`config.mk`:
```
export PLATFORM = sky130hd
export DESIGN_NAME = rcfg_seq
export DESIGN_NICKNAME = d
export VERILOG_FILES = /design/src/rtl/rcfg_pkg.sv /design/src/rtl/rcfg_fade_gate.sv /design/src/rtl/rcfg_mode_reg.sv /design/src/rtl/rcfg_fsm.sv /design/src/rtl/rcfg_seq.sv
export SDC_FILE = /design/constraint.sdc
export NUM_CORES = 1
export LEC_CHECK = 0
export BUFFER_PORTS_ARGS = -buffer_cell sky130_fd_sc_hd__clkbuf_2
export CAP_MARGIN = 0
export CORE_AREA = 4 4 41 43
export DETAILED_ROUTE_END_ITERATION = 16
export DIE_AREA = 0 0 45 47
export GPL_TIMING_DRIVEN = 0
export PLACE_DENSITY = 0.71
export SLEW_MARGIN = 20
export SYNTH_ARGS = -nofsm -noshare
export SYNTH_HDL_FRONTEND = slang
export SYNTH_SLANG_ARGS = --single-unit
```
`constraint.sdc`:
```
create_clock -name clk -period 2.8 [get_ports clk]
set_input_delay 0.56 -clock clk [delete_from_list [all_inputs] [get_ports clk]]
set_output_delay 0.56 -clock clk [all_outputs]
set_load 0.005 [all_outputs]
```
`src/rtl/rcfg_pkg.sv`:
```
package rcfg_pkg;
  typedef enum logic [2:0] {
    ST_OFF      = 3'd0,
    ST_RAMP_UP  = 3'd1,
    ST_ACTIVE   = 3'd2,
    ST_MUTE_CHG = 3'd3,
    ST_APPLY    = 3'd4,
    ST_MUTE_OFF = 3'd5,
    ST_DONE     = 3'd6
  } seq_st_e;
endpackage

```
`src/rtl/rcfg_fade_gate.sv`:
```
module rcfg_fade_gate (
  input  logic sample_tick,
  input  logic soft_en,
  input  logic vol_done,
  output logic fade_ok
);
  // with soft-stepping off the volume jumps at the next sample
  assign fade_ok = sample_tick & (vol_done | ~soft_en);
endmodule

```
`src/rtl/rcfg_mode_reg.sv`:
```
module rcfg_mode_reg #(
  parameter int MODE_W = 3,
  parameter logic [MODE_W-1:0] MODE_RST = '0
) (
  input  logic              clk,
  input  logic              rst_n,
  input  logic [MODE_W-1:0] mode_req,
  input  logic              load,
  output logic [MODE_W-1:0] mode_q,
  output logic              pending
);
  always_ff @(posedge clk or negedge rst_n) begin
    if (!rst_n)    mode_q <= MODE_RST;
    else if (load) mode_q <= mode_req;
  end

  assign pending = (mode_req != mode_q);
endmodule

```
`src/rtl/rcfg_fsm.sv`:
```
module rcfg_fsm
  import rcfg_pkg::*;
(
  input  logic    clk,
  input  logic    rst_n,
  input  logic    sample_tick,
  input  logic    power_req,
  input  logic    fade_ok,
  input  logic    pending,
  output seq_st_e st,
  output logic    load_mode
);
  seq_st_e st_nx;

  always_comb begin
    st_nx = st;
    unique case (st)
      ST_OFF, ST_DONE:
        if (sample_tick && power_req) st_nx = ST_RAMP_UP;
      ST_RAMP_UP:
        if (sample_tick && !power_req) st_nx = ST_MUTE_OFF;
        else if (fade_ok)              st_nx = pending ? ST_MUTE_CHG : ST_ACTIVE;
      ST_ACTIVE:
        if (sample_tick && !power_req)  st_nx = ST_MUTE_OFF;
        else if (sample_tick && pending) st_nx = ST_MUTE_CHG;
      ST_MUTE_CHG:
        if (sample_tick && !power_req) st_nx = ST_MUTE_OFF;
        else if (fade_ok)              st_nx = ST_APPLY;
      ST_APPLY:
        if (sample_tick && !power_req) st_nx = ST_MUTE_OFF;
        else if (sample_tick)          st_nx = ST_RAMP_UP;
      ST_MUTE_OFF:
        if (fade_ok) st_nx = ST_DONE;
      default: st_nx = ST_OFF;
    endcase
  end

  always_ff @(posedge clk or negedge rst_n) begin
    if (!rst_n) st <= ST_OFF;
    else        st <= st_nx;
  end

  // off: follow the request; muted for a change: take it as the fade ends
  assign load_mode = (st == ST_OFF) || (st == ST_DONE) ||
                     ((st == ST_MUTE_CHG) && fade_ok && power_req);
endmodule

```
`src/rtl/rcfg_seq.sv`:
```
module rcfg_seq
  import rcfg_pkg::*;
#(
  parameter int MODE_W = 3,
  parameter logic [MODE_W-1:0] MODE_RST = '0
) (
  input  logic              clk,
  input  logic              rst_n,
  input  logic              sample_tick,
  input  logic              soft_en,
  input  logic              power_req,
  input  logic [MODE_W-1:0] mode_req,
  input  logic              vol_done,
  output logic              force_mute,
  output logic [MODE_W-1:0] mode_active,
  output logic              power_en,
  output logic              pdown_done
);
  logic    fade_ok;
  logic    pending;
  logic    load_mode;
  seq_st_e st;

  rcfg_fade_gate u_gate (
    .sample_tick (sample_tick),
    .soft_en     (soft_en),
    .vol_done    (vol_done),
    .fade_ok     (fade_ok)
  );

  rcfg_mode_reg #(.MODE_W(MODE_W), .MODE_RST(MODE_RST)) u_mode (
    .clk      (clk),
    .rst_n    (rst_n),
    .mode_req (mode_req),
    .load     (load_mode),
    .mode_q   (mode_active),
    .pending  (pending)
  );

  rcfg_fsm u_fsm (
    .clk         (clk),
    .rst_n       (rst_n),
    .sample_tick (sample_tick),
    .power_req   (power_req),
    .fade_ok     (fade_ok),
    .pending     (pending),
    .st          (st),
    .load_mode   (load_mode)
  );

  assign power_en   = (st != ST_OFF) && (st != ST_DONE);
  assign force_mute = (st == ST_OFF) || (st == ST_DONE) ||
                      (st == ST_MUTE_CHG) || (st == ST_MUTE_OFF);
  assign pdown_done = (st == ST_DONE);
endmodule

```
# == Word level (Yosys, flattened, before mapping) ==
# Cells that the tools add are included.
# totals
ff_bits,6
inputBits,9
output_inout_bits,6
# classes
eq_ne,14
muxes,12
n_bitwise,3
n_reduce_logical,15
# ops
cell,count
3-bit 2-to-1 mux,10
3-bit one-hot mux with 6 select lines,1
3-bit equality test (second input constant),3
3-bit by 1-bit inequality test with 1-bit output (second input constant),3
3-bit by 2-bit equality test with 1-bit output (second input constant),2
1-bit logical AND,6
6-bit AND reduction,1
1-bit logical OR,4
2-bit by 1-bit inequality test with 1-bit output (second input constant),2
3-bit by 1-bit equality test with 1-bit output (second input constant),1
3-bit zero test,1
3-bit by 2-bit inequality test with 1-bit output (second input constant),1
3-bit inequality test,1
3-bit inequality test (second input constant),1
3-bit nonzero test,1
2-bit OR reduction,1
1-bit bitwise AND,1
1-bit zero test,1
1-bit 2-to-1 mux,1
1-bit NOT,1
1-bit bitwise OR,1

# == Longest topological paths before layout ==
# Gate-level depths: netlist of run 1.
# logic_depth
ltp_word,6
mapped_depth,5
ltp_nobuf,4

# == Hierarchy ==
# A second synthesis of run 1 with hierarchy kept.
# unflattened
cells_unflattened,52
area_unflattened_um2,486.7
# by_module_without_submodules
mod,instances,cells_each,area_per_inst_um2,seq_area_each_um2
rcfg_fsm,1,35,304.0,75.1
rcfg_mode_reg,1,10,140.1,75.1
rcfg_seq,1,5,31.3,0.0
rcfg_fade_gate,1,2,11.3,0.0

# == Worst setup path after synthesis of run 1 ==
# OpenSTA, ideal clock, no wires.
# synth_timing
kind,in2reg
start,input port vol_done
end,register u_mode.mode_q[0]
setup_time_ns,0.128
t_arrival_ns,1.390
t_required_ns,2.672
slack_ns,1.282
stages,4
cell_sequence,nand2b_1 -> nand4_2 -> a31oi_4 -> mux2_1
# synth_via
elab_chain_len,5
# synth_rtl
element,line_no,source
"start, declared",rcfg_seq.sv:13,"input logic vol_done,"
1-bit bitwise OR,rcfg_fade_gate.sv:8,assign fade_ok = sample_tick & (vol_done | ~soft_en);
1-bit bitwise AND,rcfg_fade_gate.sv:8,
1-bit logical AND (2 in series),rcfg_fsm.sv:45,((st == ST_MUTE_CHG) && fade_ok && power_req);
1-bit logical OR,rcfg_fsm.sv:44,assign load_mode = (st == ST_OFF) || (st == ST_DONE) ||
"end signal, assigned",rcfg_mode_reg.sv:14,else if (load) mode_q <= mode_req;
"end, declared",rcfg_mode_reg.sv:9,"output logic [MODE_W-1:0] mode_q,"
# No other way between the ends.
# A chain may end at the register's enable or synchronous reset.

# == Worst setup path after layout of run 1 ==
# layout_timing
start,register u_fsm.st[1]
end,output port force_mute
# layout_via
elab_chain_len,4
word_cells_on_any_way,7
classes_between,eq/ne (3); reduce/logical (4)
# layout_rtl
element,line_no,source
"start, declared",rcfg_fsm.sv:10,"output seq_st_e st,"
"start signal, assigned",rcfg_fsm.sv:40,else st <= st_nx;
3-bit equality test or 3-bit zero test (tied branches),rcfg_seq.sv:52,assign force_mute = (st == ST_OFF) || (st == ST_DONE) ||
1-bit logical OR (2 in series),rcfg_seq.sv:52,
1-bit logical OR *,rcfg_seq.sv:53,(st == ST_MUTE_CHG) || (st == ST_MUTE_OFF);
"end, declared",rcfg_seq.sv:14,"output logic force_mute,"
# Mark *: on every way between the ends. The rest lies on a longest branch, timed or not.

==> run_results.csv, run 1 <==
group,metric,value,unit
clock_network,numClockSinks,6,
job,maxCapViolCount,0,
worst_setup_path,critPathRequiredTime,2.24,ns
clock_network,cts_made_buffers,3,
placed_design,portBuffers,13,
timing,fin_crit_sh,0.664,
floorplanning,rows,13,
clock_network,cts_setup_buffers,0,
synthesis,synth_seq_cells,6,
timing,hold_viol,0,
timing,finalSetupViolCount,0,
timing,postLayoutSetupSlackWorst,0.940,ns
finish,diodes,0,
floorplanning,dieArea,2120,sq um
floorplanning,die_h,47,um
drt,drt-wirelength-per-cell,13.5,um
floorplanning,die_x,45,um
clock_network,clk_latency,0.26,ns
floorplanning,initial_utilization,0.376,
outcome,status,"finished, final reports clean",
timing,drv_slew,0,
synthesis,synth.net_count,64,
worst_setup_path,start_kind,"flip-flop",
clock_network,cts.clk_slew.worst_paths,0.05,ns
global_route,track_usage,0.144,
worst_setup_path,cp_max_fo,9,
timing,slew_headroom,0.730,
global_route,overflow,0,
hold_path,hold_class,"in2async",
worst_setup_path,reg2reg_from,"u_fsm.st[2]$_DFFE_PN0P_",
drt,vias,466,
worst_setup_path,worst_r2r_path_depth,5,
power_and_ir_drop,ir_drop,0.486,mV
timing,rsz0062_at_grt,"false",
timing,min_period,1.86,ns
drt,firstDrtPassIters,4,
finish,areaGrowthSynthToFinish,21.7,%
timing,fin_setup_tns,0,ns
floorplanning,io_pins,15,
synthesis,synthCells,55,
global_route,grt_pass1_vias,464,
clock_network,cts.repair.resized,0,
placed_design,routabilityCongestion,0.868,
synthesis,ys.warnings.count,0,
worst_setup_path,rr_endpoint,"u_mode.mode_q[0]$_DFFE_PN0P_",
clock_network,clock_path_buffers,2,
timing,clock_skew,0.00234,ns
worst_setup_path,r2r_slack,1.22,ns
synthesis,syn_area,489,sq um
timing,fmax,538,MHz
power_and_ir_drop,power-per-cell-area,1090,nW/um^2
drt,ant_nets,0,
power_and_ir_drop,power_leakage,0.000254,uW
placed_design,dp_slack,1.03,ns
global_route,grt_max_degree,11,
drt,route.detailed.vias_per_inst,5.42,
floorplanning,coreArea,1300,sq um
synthesis,seq_area_frac_synth,0.307,
synthesis,postSynthAreaPerCell,8.89,sq um
drt,routed_wirelength,1170,um
drt,drt_iter0_markers,5,
power_and_ir_drop,power,651,uW
finish,drive_gt1_frac,0.310,
worst_setup_path,worstPathArrival,1.30,ns
clock_network,cts_tree,"built",
finish,layout.nets,82,
clock_network,hold_buffers,0,
synthesis,yosysUniqueCellTypes,26,
timing,worstMarginPinSlew,0.394,ns
drt,drc,0,
placed_design,dpl.hpwl,913,um
worst_setup_path,worstSetupPathType,"reg2out",
worst_setup_path,cp-end-kind,"output pin",
clock_network,cts_max_level,1,
global_route,antenna_found_initial,0,
global_route,grt_pass1_wl,2040,um
clock_network,root_buffer,"clkbuf_4",
## layer usage
metal	up-vias	share of wire	wire [um]	global-route usage
li1	233	-	-	-
met4	0	0.044	51	0.152
met3	4	0.052	60	0.0345
met5	-	0	0	0
met1	217	0.40	463	0.150
met2	12	0.51	589	0.232
## power breakdown
| group | switching (uW) | internal [uW] | leakage [uW] |
|---|---|---|---|
| registers | 25.6 | 131 | 0.0000702 |
| clock network | 36.2 | 48.8 | 0.0000138 |
| logic | 218 | 191 | 0.000170 |
| total | 280 | 371 | 0.000254 |
## cell families after synthesis
logic type | after synthesis | synth area share
simple gates | 16 | 0.182
buf+inv | 8 | 0.0844
compound gates | 17 | 0.269
xor+xnor | 5 | 0.0895
flops | 6 | 0.307
mux | 3 | 0.0690
## registers in the layout, indices dropped and copies added (netlist names)
| name | count |
|---|---|
| u_fsm.st | 3 |
| u_mode.mode_q | 3 |
## critical path, cell delays in order, from the launching register on
cell and delay [ns]:
dfrtp_1 0.35, buf_2 0.18, xnor2_1 0.24, xnor2_1 0.15
clkbuf_2 0.13
## synth_stat cells
cell type	count	area, sq um
dfrtp_1	6	150
mux2_1	3	33.8
nand3_1	1	5.00
nand4_1	1	6.26
o21ai_0	6	30.0
nand4_2	1	12.5
inv_1	4	15.0
nor3_1	1	5.00
nor2b_1	2	12.5
nand2_1	4	15.0
o211ai_1	1	7.51
a41oi_1	1	8.76
buf_2	3	15.0
a2111oi_0	1	8.76
nand2b_1	1	6.26
nor3b_1	1	7.51
a21oi_1	1	5.00
o2111ai_1	1	8.76
a32oi_1	1	8.76
buf_6	1	11.3
xnor2_1	5	43.8
nor2_1	3	11.3
and2b_1	1	7.51
a32o_1	2	20.0
a31oi_4	1	21.3
a31oi_1	2	12.5
## cell usage in the layout, fill, tap and decap left out, drive strengths merged, types with 2 or more instances in the layout
cell     n
inv      4
buf      4
o21ai    6
nor2     3
nand2    4
clkbuf  16
a32o     2
a31oi    3
dfrtp    6
nor2b    2
mux2     3
nand4    2
xnor2    5
## final cells by class
type                            instances  area, sq um
Fill cell                             158          706
Inverter                                4         15.0
Clock buffer                            3         22.5
Buffer                                  4         26.3
Sequential cell                         6          150
Timing Repair Buffer                   13         65.1
Multi-Input combinational cell         41          298
Tap cell                               15         18.8
## how the worst max path moves through the flow
stage	from	endpoint	slack [ns]	cells after the start
after global routing	u_fsm.st[1]$_DFFE_PN0P_	force_mute	0.84	4
after global placement	power_req	u_mode.mode_q[2]$_DFFE_PN0P_	1.05	5
after CTS	u_fsm.st[1]$_DFFE_PN0P_	force_mute	0.93	4
after detailed placement	power_req	u_mode.mode_q[2]$_DFFE_PN0P_	1.03	5
after floorplan	vol_done	u_mode.mode_q[0]$_DFFE_PN0P_	1.28	4
final	u_fsm.st[1]$_DFFE_PN0P_	force_mute	0.94	4
## per-stage QoR
step	hold slack, ns	instances	utilization	cell area, sq um
floorplan	0.264	55	-	489
global placement	0.390	83	0.440	573
detailed placement	0.398	83	0.440	573
CTS	0.122	86	0.458	596
global route	0.124	86	0.458	596
finish	0.125	86	0.458	596
(Power assumes the default switching activity.)
==> inputs of run 2 (changes only) <==
clock period = 1.9 ns   (was 2.8 ns; I/O delays follow)
==> run 2 against run 1 <==
Net effect:
- flip-flop and latch count unchanged
- via count increased by 4.5%
- largest power group unchanged
- sequential power up 47%
- critical path type unchanged
- critical path depth did not move
- worst setup slack worse by 0.72 ns
- power up 48%
==> run_results.csv, run 2 (synthesis gave the netlist of run 1 again) <==
group,metric,value,unit
floorplanning,die_h,47,um
worst_setup_path,crit_path_frequent_cell,"xnor2_1",
global_route,overflow,0,
timing,fmax,596,MHz
timing,min_period,1.68,ns
power_and_ir_drop,pwr-share-clk,0.131,
drt,wl_met3,59,um
timing,drv_slew,0,
drt,firstDrtPassIters,3,
finish,areaGrowthSynthToFinish,23.8,%
worst_setup_path,start_kind,"flip-flop",
finish,final_area,606,sq um
power_and_ir_drop,p_sw,413,uW
drt,detailroute.wirelength.met2,600,um
worst_setup_path,cp-end-kind,"output pin",
floorplanning,rows,13,
placed_design,portBuffers,13,
power_and_ir_drop,power,961,uW
worst_setup_path,crit_path_top_delay_cell,"dfrtp_1",
drt,route.detailed.vias_per_inst,5.60,
timing,slew_headroom,0.731,
global_route,antenna_found_initial,0,
power_and_ir_drop,pwr-share-comb,0.629,
floorplanning,die_x,45,um
worst_setup_path,path_cells,"buf_2 > xnor2_1 > xnor2_1 > clkbuf_2",
finish,diodes,0,
power_and_ir_drop,power.internal,548,uW
power_and_ir_drop,pwr-share-seq,0.240,
worst_setup_path,cp_max_fo,9,
clock_network,cts_max_level,1,
power_and_ir_drop,ir_drop,0.715,mV
clock_network,root_buffer,"clkbuf_4",
power_and_ir_drop,swShare,0.430,
global_route,track_usage,0.154,
timing,finalSetupViolCount,0,
finish,final_common_cell,"clkbuf_2",
finish,final_cell_mix,"13 x clkbuf_2, 6 x o21ai_0, 6 x dfrtp_1, 5 x xnor2_1",
timing,clock_skew,0.00359,ns
power_and_ir_drop,power-per-cell-area,1590,nW/um^2
global_route,grt_pass1_wl,2130,um
clock_network,cts_tree,"built",
power_and_ir_drop,power_leakage,0.000258,uW
placed_design,dpl.hpwl,913,um
clock_network,numClockSinks,6,
worst_setup_path,critPathRequiredTime,1.52,ns
clock_network,cts.clk_slew.worst_paths,0.05,ns
global_route,grt_pass1_vias,473,
job,maxCapViolCount,0,
timing,worstMarginPinSlew,0.393,ns
drt,drt-wirelength-per-cell,14.0,um
drt,drt-met1-wl,459,um
timing,fin_crit_sh,0.883,
finish,drive_gt1_frac,0.306,
drt,top_layer_used,"met4",
drt,drt_iter0_markers,4,
worst_setup_path,cpPeakStageDelay,0.35,ns
drt,routed_wirelength,1220,um
drt,ant_nets,0,
finish,layout.nets,83,
global_route,grt_max_degree,11,
timing,hold_viol,0,
drt,vias,487,
floorplanning,coreArea,1300,sq um
floorplanning,initial_utilization,0.376,
worst_setup_path,worstPathArrival,1.30,ns
clock_network,clock_path_buffers,2,
drt,drc,0,
worst_setup_path,worstSetupPathType,"reg2out",
timing,fin_setup_tns,0,ns
floorplanning,dieArea,2120,sq um
outcome,status,"finished, final reports clean",
clock_network,clk_latency,0.26,ns
placed_design,routabilityCongestion,0.868,
timing,rsz0062_at_grt,"false",
clock_network,cts_made_buffers,3,
timing,hold_slack,0.369,ns
hold_path,hold_class,"in2reg",
placed_design,placed_area,573,sq um
finish,largestRegisters,"u_fsm.st: 3 flops, u_mode.mode_q: 3 flops",
floorplanning,io_pins,15,
-- run 2: final cells by class --
class | count | area, sq um
repair buffers | 14 | 75.1
inverters | 4 | 15.0
well taps | 15 | 18.8
multi-input cells | 41 | 298
flip-flops and latches | 6 | 150
plain buffers | 4 | 26.3
fillers | 157 | 696
clock buffers | 3 | 22.5
-- run 2: critical path: cells and delay by family, from the launching register on --
| kind | cells | cell delay, ns |
|---|---|---|
| flip-flops | 1 | 0.35 |
| XOR/XNOR | 2 | 0.39 |
| buffers and inverters | 2 | 0.31 |
-- run 2: routing by layer --
layer,global-route usage,up-vias
met5,0,-
met4,0.181,0
met3,0.0460,9
met2,0.234,14
met1,0.157,227
li1,-,237
-- run 2: final timing paths --
check / depth (start not counted) / from / end / slack (ns)
worst max-delay path: 4 / u_fsm.st[1]$_DFFE_PN0P_ / force_mute / 0.22
worst min-delay path: 2 / mode_req[1] / u_mode.mode_q[1]$_DFFE_PN0P_ / 0.37
worst max register to register: 5 / u_fsm.st[2]$_DFFE_PN0P_ / u_mode.mode_q[0]$_DFFE_PN0P_ / 0.32
worst min register to register: 1 / u_mode.mode_q[2]$_DFFE_PN0P_ / u_mode.mode_q[2]$_DFFE_PN0P_ / 0.53
max in group asynchronous: 2 / rst_n / u_mode.mode_q[0]$_DFFE_PN0P_ / 1.21
min in group asynchronous: 2 / rst_n / u_mode.mode_q[1]$_DFFE_PN0P_ / 0.53
-- run 2: power groups by stage --
stage / Clock, uW / Sequential, uW / Combinational [uW]
4_1_cts: 130 / 232 / 612
3_5_place_dp: 0 / 234 / 610
3_3_place_gp: 0 / 229 / 594
2_1_floorplan: 0 / 232 / 442
5_1_grt: 141 / 241 / 679
6_report: 126 / 230 / 605
-- run 2: metrics by stage --
stage / worst slack (ns) / std cells / util
after floorplan: 0.421 / 55 / -
after global placement: 0.325 / 83 / 0.440
after detailed placement: 0.309 / 83 / 0.440
after CTS: 0.208 / 87 / 0.465
after global routing: 0.116 / 87 / 0.465
final: 0.223 / 87 / 0.465
-- run 2: what timing repair did --
item,4_1_cts,5_1_grt
endpoints found under the hold margin,6,0
setup buffers,0,0
hold buffers,1,0
gates resized for setup,0,0
==> inputs of run 3 (changes only) <==
PLACE_DENSITY = not set   (was 0.71)
==> run 3 against run 2 <==
Net effect:
- sequential power about the same
- non-clock buffer count unchanged
- sequential share of layout area did not move
==> run_results.csv, run 3 (synthesis gave the netlist of run 1 again) <==
group,metric,value,unit
finish,layout.nets,83,
worst_setup_path,path_cells,"buf_2 > xnor2_1 > xnor2_1 > clkbuf_2",
clock_network,cts_made_buffers,3,
clock_network,root_buffer,"clkbuf_4",
floorplanning,die_x,45,um
global_route,grt_pass1_vias,409,
worst_setup_path,worstSetupPathType,"reg2out",
timing,drv_slew,0,
floorplanning,coreArea,1300,sq um
drt,drt-wirelength-per-cell,12.6,um
worst_setup_path,cp-end-kind,"output pin",
drt,drt_iter0_markers,11,
timing,hold_slack,0.382,ns
finish,diodes,0,
worst_setup_path,start_kind,"flip-flop",
finish,final_common_cell,"clkbuf_2",
clock_network,cts_max_level,1,
power_and_ir_drop,power-per-cell-area,1580,nW/um^2
timing,fmax,604,MHz
drt,routed_wirelength,1100,um
timing,fin_setup_tns,0,ns
job,maxCapViolCount,0,
power_and_ir_drop,power_leakage,0.000258,uW
power_and_ir_drop,ir_drop,1.01,mV
worst_setup_path,critPathRequiredTime,1.52,ns
finish,areaGrowthSynthToFinish,23.8,%
clock_network,clk_latency,0.25,ns
drt,route.detailed.vias_per_inst,5.49,
global_route,overflow,0,
timing,min_period,1.66,ns
finish,final_cell_mix,"13 x clkbuf_2, 6 x o21ai_0, 6 x dfrtp_1, 5 x xnor2_1",
drt,drc,0,
timing,fin_crit_sh,0.872,
floorplanning,io_pins,15,
global_route,grt_max_degree,11,
worst_setup_path,cpPeakStageDelay,0.35,ns
placed_design,routabilityCongestion,0.823,
drt,vias,478,
hold_path,hp-start,"mode_req[1]",
worst_setup_path,worstPathArrival,1.28,ns
worst_setup_path,reg2reg_from,"u_fsm.st[2]$_DFFE_PN0P_",
timing,worstMarginPinSlew,0.337,ns
placed_design,dpl.hpwl,823,um
hold_path,hold_class,"in2reg",
worst_setup_path,cp-startpoint,"u_fsm.st[1]$_DFFE_PN0P_",
worst_setup_path,cp_max_fo,9,
finish,largestRegisters,"u_fsm.st: 3 flops, u_mode.mode_q: 3 flops",
finish,post-route-util,0.465,
global_route,grt_pass1_wl,1730,um
floorplanning,rows,13,
worst_setup_path,cp_top_family,"XOR/XNOR gates",
placed_design,portBuffers,13,
clock_network,numClockSinks,6,
clock_network,clock_path_buffers,2,
floorplanning,initial_utilization,0.376,
drt,ant_nets,0,
global_route,antenna_found_initial,0,
clock_network,cts.clk_slew.worst_paths,0.05,ns
clock_network,cts_tree,"built",
worst_setup_path,crit_path_top_delay_cell,"dfrtp_1",
timing,finalSetupViolCount,0,
timing,slew_headroom,0.770,
worst_setup_path,critical_path_buf_inv_count,2,
drt,firstDrtPassIters,4,
timing,rsz0062_at_grt,"false",
finish,drive_gt1_frac,0.306,
outcome,status,"finished, final reports clean",
floorplanning,die_h,47,um
timing,hold_viol,0,
power_and_ir_drop,power,958,uW
floorplanning,dieArea,2120,sq um
worst_setup_path,crit_path_frequent_cell,"xnor2_1",
global_route,track_usage,0.120,
timing,clock_skew,0.00326,ns
==> run 3: where the power goes <==
| group | switching (uW) | total [uW] | internal, uW |
|---|---|---|---|
| clock network | 46.1 | 118 | 71.4 |
| logic | 327 | 611 | 284 |
| registers | 36.7 | 229 | 193 |
| total | 410 | 958 | 548 |
==> run 3: worst register-to-register path: stages (launching register included) <==
cell	delay (ns)
dfrtp_1	0.36
buf_6	0.13
and2b_1	0.22
nand4_2	0.13
a31oi_4	0.26
mux2_1	0.34
==> run 3: routing by layer <==
layer | vias to the layer above | routed length, um | track usage
met5 | - | 0 | 0
met4 | 0 | 37 | 0.0877
met3 | 6 | 112 | 0.0575
met2 | 22 | 486 | 0.169
met1 | 211 | 460 | 0.141
li1 | 239 | - | -
==> run 3: path summary, 6_finish.rpt <==
kind,end,slack (ns),cells after the start
worst max-delay path,force_mute,0.24,4
worst min-delay path,u_mode.mode_q[1]$_DFFE_PN0P_,0.38,2
worst max register to register,u_mode.mode_q[2]$_DFFE_PN0P_,0.33,5
worst min register to register,u_mode.mode_q[0]$_DFFE_PN0P_,0.53,1
max in group asynchronous,u_mode.mode_q[0]$_DFFE_PN0P_,1.26,2
min in group asynchronous,u_fsm.st[0]$_DFFE_PN0P_,0.49,2
==> run 3: per-stage QoR <==
stage               cell area [sq um]  worst slack [ns]  std cells
floorplan                         489             0.421         55
global placement                  573             0.309         83
detailed placement                573             0.314         83
CTS                               606             0.229         87
global route                      606             0.165         87
finish                            606             0.244         87
==> run 3: what timing repair did <==
| item | CTS | global route |
|---|---|---|
| setup endpoints to repair | 0 | 0 |
| hold endpoints to repair | 6 | 0 |
| setup buffers | 0 | 0 |
| hold buffers | 1 | 0 |
| resized for setup | 0 | 0 |
==> run 3: final cells by class <==
| class | count | area [sq um] |
|---|---|---|
| fill | 148 | 696 |
| buffer | 4 | 26.3 |
| clock buffer | 3 | 22.5 |
| tap | 15 | 18.8 |
| sequential | 6 | 150 |
| multi-input combinational | 41 | 298 |
| timing repair buffer | 14 | 75.1 |
| inverter | 4 | 15.0 |
